$ cat src/rtl/bdl_pkg.sv
package bdl_pkg;
  localparam int ST_W = 2;
  typedef enum logic [ST_W-1:0] {
    LS_IDLE = 2'd0,
    LS_WAIT = 2'd1,
    LS_FREE = 2'd2
  } link_st_e;
endpackage

$ cat src/rtl/bdl_fsm.sv
module bdl_fsm
  import bdl_pkg::*;
#(
  parameter bit HIGH_PRIO = 1'b1
) (
  input  logic     clk,
  input  logic     rst_n,
  input  logic     channel_req,
  input  logic     input_req,
  output link_st_e st_q
);
  localparam link_st_e RESET_ST = HIGH_PRIO ? LS_FREE : LS_IDLE;

  link_st_e st_d;

  always_comb begin
    st_d = st_q;
    unique case (st_q)
      LS_FREE: begin
        if (!channel_req && input_req) st_d = LS_IDLE;
      end
      LS_IDLE: begin
        if (channel_req && (HIGH_PRIO || !input_req)) st_d = LS_WAIT;
      end
      LS_WAIT: begin
        if (!channel_req)           st_d = LS_IDLE;
        else if (!input_req)        st_d = LS_FREE;
        else if (!HIGH_PRIO)        st_d = LS_IDLE;
      end
      default: st_d = LS_IDLE;
    endcase
  end

  always_ff @(posedge clk) begin
    if (!rst_n) st_q <= RESET_ST;
    else        st_q <= st_d;
  end

  AST_KEEP_BUSY: assert property (@(posedge clk) disable iff (!rst_n)
    (st_q == LS_FREE && channel_req) |=> st_q == LS_FREE);
  AST_RELEASE: assert property (@(posedge clk) disable iff (!rst_n)
    (st_q == LS_FREE && !channel_req && input_req) |=> st_q == LS_IDLE);
  AST_CLAIM: assert property (@(posedge clk) disable iff (!rst_n)
    (st_q == LS_WAIT && channel_req && !input_req) |=> st_q == LS_FREE);
  AST_WITHDRAW: assert property (@(posedge clk) disable iff (!rst_n)
    (st_q == LS_WAIT && !channel_req) |=> st_q == LS_IDLE);
  AST_NO_SKIP: assert property (@(posedge clk) disable iff (!rst_n)
    (st_q == LS_IDLE) |=> st_q != LS_FREE);
  AST_IDLE_HOLD: assert property (@(posedge clk) disable iff (!rst_n)
    (st_q == LS_IDLE && !channel_req) |=> st_q == LS_IDLE);

  generate
    if (!HIGH_PRIO) begin : g_low
      AST_LOW_YIELD: assert property (@(posedge clk) disable iff (!rst_n)
        (st_q == LS_WAIT && channel_req && input_req) |=> st_q == LS_IDLE);
    end else begin : g_high
      AST_HIGH_HOLD: assert property (@(posedge clk) disable iff (!rst_n)
        (st_q == LS_WAIT && channel_req && input_req) |=> st_q == LS_WAIT);
    end
  endgenerate
endmodule

$ cat src/rtl/bdl_req_gen.sv
module bdl_req_gen
  import bdl_pkg::*;
#(
  parameter bit HIGH_PRIO = 1'b1
) (
  input  link_st_e st,
  input  logic     channel_req,
  input  logic     input_req,
  output logic     output_req
);
  generate
    if (HIGH_PRIO) begin : g_high
      always_comb begin
        unique case (st)
          LS_WAIT: output_req = 1'b1;
          default: output_req = channel_req;
        endcase
      end
    end else begin : g_low
      always_comb begin
        unique case (st)
          LS_WAIT: output_req = 1'b1;
          LS_IDLE: output_req = channel_req && !input_req;
          default: output_req = channel_req;
        endcase
      end
    end
  endgenerate
endmodule

$ cat src/rtl/bdl_dir_decode.sv
module bdl_dir_decode
  import bdl_pkg::*;
(
  input  link_st_e        st,
  output logic            link_drive,
  output logic [ST_W-1:0] link_state
);
  assign link_drive = (st == LS_FREE);
  assign link_state = st;
endmodule

$ cat src/rtl/bidir_link_ctrl.sv
module bidir_link_ctrl
  import bdl_pkg::*;
#(
  parameter bit HIGH_PRIO = 1'b1
) (
  input  logic            clk,
  input  logic            rst_n,
  input  logic            channel_req,
  input  logic            input_req,
  output logic            output_req,
  output logic            link_drive,
  output logic [ST_W-1:0] link_state
);
  link_st_e st;

  bdl_fsm #(.HIGH_PRIO(HIGH_PRIO)) u_fsm (
    .clk(clk), .rst_n(rst_n), .channel_req(channel_req),
    .input_req(input_req), .st_q(st)
  );

  bdl_req_gen #(.HIGH_PRIO(HIGH_PRIO)) u_req (
    .st(st), .channel_req(channel_req), .input_req(input_req),
    .output_req(output_req)
  );

  bdl_dir_decode u_dir (
    .st(st), .link_drive(link_drive), .link_state(link_state)
  );

  AST_WAIT_REQ: assert property (@(posedge clk) disable iff (!rst_n)
    (link_state == 2'd1) |-> output_req);
  AST_FREE_REQ: assert property (@(posedge clk) disable iff (!rst_n)
    (link_state == 2'd2) |-> (output_req == channel_req));
  AST_DRIVE_ON_MOVE: assert property (@(posedge clk) disable iff (!rst_n)
    $rose(link_drive) |-> $past(link_state) == 2'd1);
endmodule

$ cat config.mk
export PLATFORM = sky130hd
export DESIGN_NAME = bidir_link_ctrl
export DESIGN_NICKNAME = d
export VERILOG_FILES = /design/src/rtl/bdl_pkg.sv /design/src/rtl/bdl_fsm.sv /design/src/rtl/bdl_req_gen.sv /design/src/rtl/bdl_dir_decode.sv /design/src/rtl/bidir_link_ctrl.sv
export SDC_FILE = /design/constraint.sdc
export NUM_CORES = 1
export LEC_CHECK = 0
export BUFFER_PORTS_ARGS = -buffer_cell sky130_fd_sc_hd__buf_2
export CAP_MARGIN = 5
export CORE_AREA = 2 2 39 41
export CTS_CLUSTER_DIAMETER = 50
export DETAILED_ROUTE_END_ITERATION = 8
export DIE_AREA = 0 0 41 43
export HOLD_SLACK_MARGIN = 0.1
export PLACE_DENSITY = 0.3
export RECOVER_POWER = 100
export SLEW_MARGIN = 0
export SYNTH_ARGS = -nofsm -noshare
export SYNTH_HDL_FRONTEND = slang
export SYNTH_SLANG_ARGS = --single-unit
$ cat constraint.sdc
create_clock -name clk -period 1.2 [get_ports clk]
set_clock_uncertainty 0.05 [all_clocks]
set_input_delay 0.18 -clock clk [delete_from_list [all_inputs] [get_ports clk]]
set_output_delay 0.18 -clock clk [all_outputs]
set_load 0.005 [all_outputs]
==> out/metrics.csv, run 1 <==
metric,value,unit
coreArea,1380,sq um
ys_ff_latch,2,
initialDrtViolationCount,1,
cts_buffers,3,
peakVddDrop,0.439,mV
synth.largest_area_cell,dfxtp_1,
nets,27,
yosysMostFrequentCell,dfxtp_1,
crit_arrival,0.92,ns
timing.max_cap.violations,0,
grt_pass1_wl,503,um
crit_fanout,4,
worst_pin_slew,0.224,ns
syn_area,105,sq um
synth_edf_count,0,
maxSlewViolCount,0,
status,"finished, final reports clean",
hold_viol,0,
min_from,channel_req,
r2r_cells,2,
r2r_slack,0.34,ns
die_y,43,um
setup_tns,0,ns
top_register,u_fsm.st_q,
grt_pass1_vias,112,
num_rows,14,
antenna_cells,0,
reg2reg_to,u_fsm.st_q[0],
drtPass1Iterations,2,
grt-ovfl-total,0,
synth_flop_cell,dfxtp_1,
fill_cells,160,
drive_gt1_share,61.9,%
multi_input_area,57.6,sq um
yosysSeqAreaShare,38.1,%
finalCriticalPeriod,1.15,ns
gp_congestion,0.491,
die_x,41,um
drt_wl_total,290,um
power_density,1360,nW/um^2
r2r_start,u_fsm.st_q[0],
clock_latency,0.23,ns
synth_top_area_share,38.1,%
synth_cells,10,
leakage,0.0801,nW
synthToLayoutAreaGrowth,82.1,%
htree_levels,1,
remaining_drc_errors,0,
grt_antenna_before_repair,0,
drt-vias-per-instance,3.24,
antenna_left,0,
period_share,96.1,%
clk_pin_slew,0.03,ns
ys_types,9,
end_kind,output port,
crit_required,0.97,ns
finalSetupViolCount,0,
fmax,0.867,GHz
clockRootBuffer,clkbuf_4,
async_flop_share,0,%
wl_per_cell,7.84,um
synth_nets,14,
avgSynthCellArea,10.5,sq um
clock_sinks,2,
rsz0062_at_grt,no,
top_regs,u_fsm.st_q x2,
holdPathStages,2,
critPathLaunchType,register,
hold_path_class,in -> reg,
post-route-util,13.8,%
regArea,41.3,sq um
track_usage,5.41,%
cts_buffer_depth,2,
vias,120,
post_cts.repair.setup_buffers,0,
design.die.area,1760,sq um
ys_warn_count,0,
min_to,u_fsm.st_q[0],
largest_reg_flops,2,
crit_type,reg -> out,
grt_max_degree,7,
portBuffers,7,
cts_tree,built,
slew_headroom,85.1,%
synth.area.top_cells,"dfxtp_1 (38%), o311ai_2 (15%), nand4bb_1 (11%)",
hpwlAfterDp,215,um
start_util,7.59,%
ioPinCount,8,
stage by stage:
stage                     hold slack, ns  instances  cell area [sq um]  total power [W]  worst slack (ns)
after floorplan                    0.203         10                105        0.0000898             0.345
after global placement             0.334         33                160         0.000107             0.254
after detailed placement           0.334         33                160         0.000108             0.229
after CTS                          0.176         37                194         0.000270            0.0331
after global routing               0.184         37                191         0.000281          0.000326
final                              0.184         37                191         0.000260            0.0469
where the power goes:
| group | total (W) | leakage [nW] | internal [W] | switching, W |
|---|---|---|---|---|
| registers | 0.0000757 | 0.0162 | 0.0000716 | 0.00000412 |
| clock network | 0.000151 | 0.0138 | 0.000111 | 0.0000403 |
| logic | 0.0000334 | 0.0501 | 0.0000185 | 0.0000150 |
| total | 0.000260 | 0.0801 | 0.000201 | 0.0000594 |
final cells by class:
class                   instances  share of cell area (%)
flip-flops and latches          2                    21.6
well taps                      16                    10.5
repair buffers                  8                    22.2
multi-input cells               6                    30.1
clock buffers                   3                    11.8
inverters                       2                    3.92
repair_timing:
| item | in CTS | in global routing |
|---|---|---|
| hold endpoints to repair | 1 | 0 |
| gates resized for setup | 2 | 0 |
| hold buffers | 1 | 0 |
| endpoints found under the setup margin | 1 | 0 |
routing by layer:
layer / global-route usage, % / vias up / wire, um
li1: - / 60 / -
met1: 5.73 / 50 / 158
met3: 9.95 / 0 / 63
met2: 3.44 / 10 / 67
met4: 4.00 / 0 / 0
met5: 0 / - / 0
placed cells by master (no fill, tap or decap), types with 2 or more instances in the layout:
| master | count |
|---|---|
| clkbuf_1 | 2 |
| inv_2 | 2 |
| buf_2 | 5 |
| clkbuf_4 | 3 |
critical path, cell delays in order (launching register included):
cell     delay, ns
dfxtp_2       0.33
inv_2         0.05
a21o_2        0.20
buf_2         0.12
cells by family (layout without fill, tap and decap cells):
kind of cell | count (synthesis) | after routing | synth area share (%)
compound gates | 3 | 3 | 34.5
buf+inv | 2 | 13 | 7.14
flops | 2 | 2 | 38.1
simple gates | 3 | 3 | 20.2
worst max-delay path by stage:
stage / startpoint / to / slack (ns) / cells past startpoint
floorplan: u_fsm.st_q[1] / output_req / 0.35 / 2
global placement: u_fsm.st_q[1] / output_req / 0.25 / 3
detailed placement: u_fsm.st_q[1] / output_req / 0.23 / 3
CTS: u_fsm.st_q[1] / output_req / 0.03 / 3
global route: u_fsm.st_q[1] / output_req / 0.0003 / 3
finish: u_fsm.st_q[1] / output_req / 0.05 / 3
Note: power is estimated with default switching activity, not from simulation.
==> run 2, diff against run 1 <==
--- a/config.mk
+++ b/config.mk
@@ -17,4 +17,5 @@
 export SLEW_MARGIN = 0
 export SYNTH_ARGS = -nofsm -noshare
 export SYNTH_HDL_FRONTEND = slang
+export SYNTH_HIERARCHICAL = 1
 export SYNTH_SLANG_ARGS = --single-unit
==> run 2 against run 1 <==
Cell count unchanged; global-route usage decreased by 0.81 points; register-to-register slack improved by 0.02 ns.
==> out/metrics.csv, run 2 <==
metric,value,unit,change
status,"finished, final reports clean",,
hold_viol,0,,unchanged
drive_gt1_share,61.9,%,unchanged
reg2reg_to,u_fsm/st_q[0],,
finalCriticalPeriod,1.12,ns,-0.0324 ns
top_regs,u_fsm/st_q x2,,
clockRootBuffer,clkbuf_4,,
clk_pin_slew,0.03,ns,about the same
r2r_start,u_fsm/st_q[0],,
cts_buffer_depth,2,,unchanged
clock_sinks,2,,unchanged
maxSlewViolCount,0,,unchanged
cts_tree,built,,
start_util,9.58,%,+2.0 points
dp_cells,34,,+3.0%
initialDrtViolationCount,2,,+1
crit_arrival,0.89,ns,-0.03 ns
remaining_drc_errors,0,,unchanged
ys_warn_count,6,,+6
antenna_cells,0,,unchanged
avgSynthCellArea,10.2,sq um,-2.9%
syn_area,133,sq um,+26%
fin_area,191,sq um,unchanged
hpwlAfterDp,238,um,+11%
top_register,u_fsm/st_q,,
placed_area,173,sq um,+7.8%
htree_levels,1,,unchanged
drtPass1Iterations,2,,unchanged
ys_types,9,,unchanged
critPathLaunchType,register,,
period_share,93.4,%,-2.7 points
holdPathStages,2,,unchanged
postCtsHoldBufs,0,,-1
drt_wl_total,315,um,+8.6%
yosysSeqAreaShare,30.2,%,-7.9 points
wl_per_cell,8.51,um,+8.6%
crit_fanout,5,,+1
synth_cells,13,,+3
grt_max_degree,7,,unchanged
crit_type,reg -> out,,
worst_pin_slew,0.224,ns,+0.000720 ns
setup_tns,0,ns,unchanged
die_y,43,um,unchanged
die_x,41,um,unchanged
synth_top_area_share,30.2,%,-7.9 points
end_kind,output port,,
min_to,u_fsm/st_q[1],,
cts_buffers,3,,unchanged
grt_pass1_wl,441,um,-12%
antenna_left,0,,unchanged
hold_path_class,in -> reg,,
grt-ovfl-total,0,,unchanged
r2r_cells,2,,unchanged
drt-vias-per-instance,3.05,,-5.8%
clock_latency,0.22,ns,about the same
finalSetupViolCount,0,,unchanged
grt_antenna_before_repair,0,,unchanged
yosysMostFrequentCell,inv_1,,
synth_nets,17,,+3
synth_edf_count,0,,unchanged
final_common_cell,buf_2,,
final_cell_mix,"buf_2 (6), clkbuf_4 (3), inv_1 (3)",,
crit_required,0.97,ns,about the same
synth.largest_area_cell,dfxtp_1,,
power_density,1340,nW/um^2,-1.0%
num_rows,14,,unchanged
min_from,rst_n,,
grt_pass1_vias,100,,-11%
rsz0062_at_grt,no,,
peakVddDrop,0.409,mV,-6.7%
hold_ws,0.120,ns,-0.0634 ns
coreArea,1380,sq um,unchanged
design.die.area,1760,sq um,unchanged
r2r_slack,0.36,ns,+0.02 ns
ioPinCount,8,,unchanged
gp_congestion,0.549,,+12%
async_flop_share,0,%,unchanged
fmax,0.892,GHz,+2.9%
ys_ff_latch,2,,unchanged
synth.area.top_cells,"dfxtp_1 (30%), o311ai_2 (12%), buf_4 (11%)",,
timing.max_cap.violations,0,,unchanged
synthToLayoutAreaGrowth,44.3,%,
largest_reg_flops,2,,unchanged
track_usage,4.60,%,-0.81 points
leakage,0.0904,nW,+13%
slew_headroom,85.0,%,about the same
vias,113,,-5.8%
yosys-top-cells-count,"inv_1 (3), buf_4 (2), dfxtp_1 (2)",,
synth_flop_cell,dfxtp_1,,
portBuffers,7,,unchanged
fin_cells,37,,unchanged
nets,27,,unchanged
==> run 2: cell count changes after synthesis, sizes merged <==
cell | before | now
inv | 2 | 3
buf | 0 | 2
nor2b | 1 | 2
nor2 | 1 | 0
==> run 2: how the worst max path moves through the flow <==
stage | start | endpoint | slack, ns | depth (start not counted)
6_report | u_fsm/st_q[1] | output_req | 0.08 | 3
2_1_floorplan | u_fsm/st_q[0] | u_fsm/st_q[0] | 0.32 | 2
3_3_place_gp | u_fsm/st_q[0] | u_fsm/st_q[0] | 0.27 | 2
5_1_grt | u_fsm/st_q[1] | output_req | 0.03 | 3
4_1_cts | u_fsm/st_q[1] | output_req | 0.007 | 3
3_5_place_dp | u_fsm/st_q[1] | output_req | 0.25 | 3
==> run 2: cell families (layout without fill, tap and decap cells) <==
logic type	Yosys count	in the layout	synth area share, %
buffers and inverters	5	13	19.8
DFF	2	2	30.2
and+or+nand+nor	3	3	23.6
AOI/OAI and AO/OA	3	3	26.4
==> run 2: cell type report <==
| cell class | instances | area (sq um) |
|---|---|---|
| fillers | 166 | 1190 |
| multi-input cells | 6 | 61.3 |
| clock buffers | 3 | 22.5 |
| repair buffers | 7 | 33.8 |
| inverters | 3 | 11.3 |
| well taps | 16 | 20.0 |
| flip-flops and latches | 2 | 42.5 |
==> run 2: where the power goes <==
group / internal (W) / switching [W]
combinational: 0.0000187 / 0.0000142
clock: 0.000110 / 0.0000371
sequential: 0.0000718 / 0.00000533
==> run 2: worst max-delay path: stages (launching register included) <==
cell and delay [ns]:
dfxtp_2 0.35, inv_1 0.04, a21o_1 0.16, buf_2 0.12
==> run 2: stage by stage <==
stage | utilization (%) | total power, W | setup slack, ns
2_1_floorplan | - | 0.0000992 | 0.323
3_3_place_gp | 12.5 | 0.000112 | 0.267
3_5_place_dp | 12.5 | 0.000113 | 0.247
4_1_cts | 14.1 | 0.000272 | 0.00712
5_1_grt | 13.8 | 0.000291 | 0.0285
6_report | 13.8 | 0.000257 | 0.0793
==> run 2: layer usage <==
layer	vias up	global-route usage [%]	wire [um]	share of wire [%]
li1	60	-	-	-
met1	46	5.71	160	51
met2	7	3.13	111	35
met3	0	4.71	43	14
met4	0	6.00	0	0
met5	-	0	0	0
==> run 2: timing repair <==
item	in CTS	in global routing
setup buffers	0	0
endpoints found under the setup margin	0	1
gates resized for setup	0	2
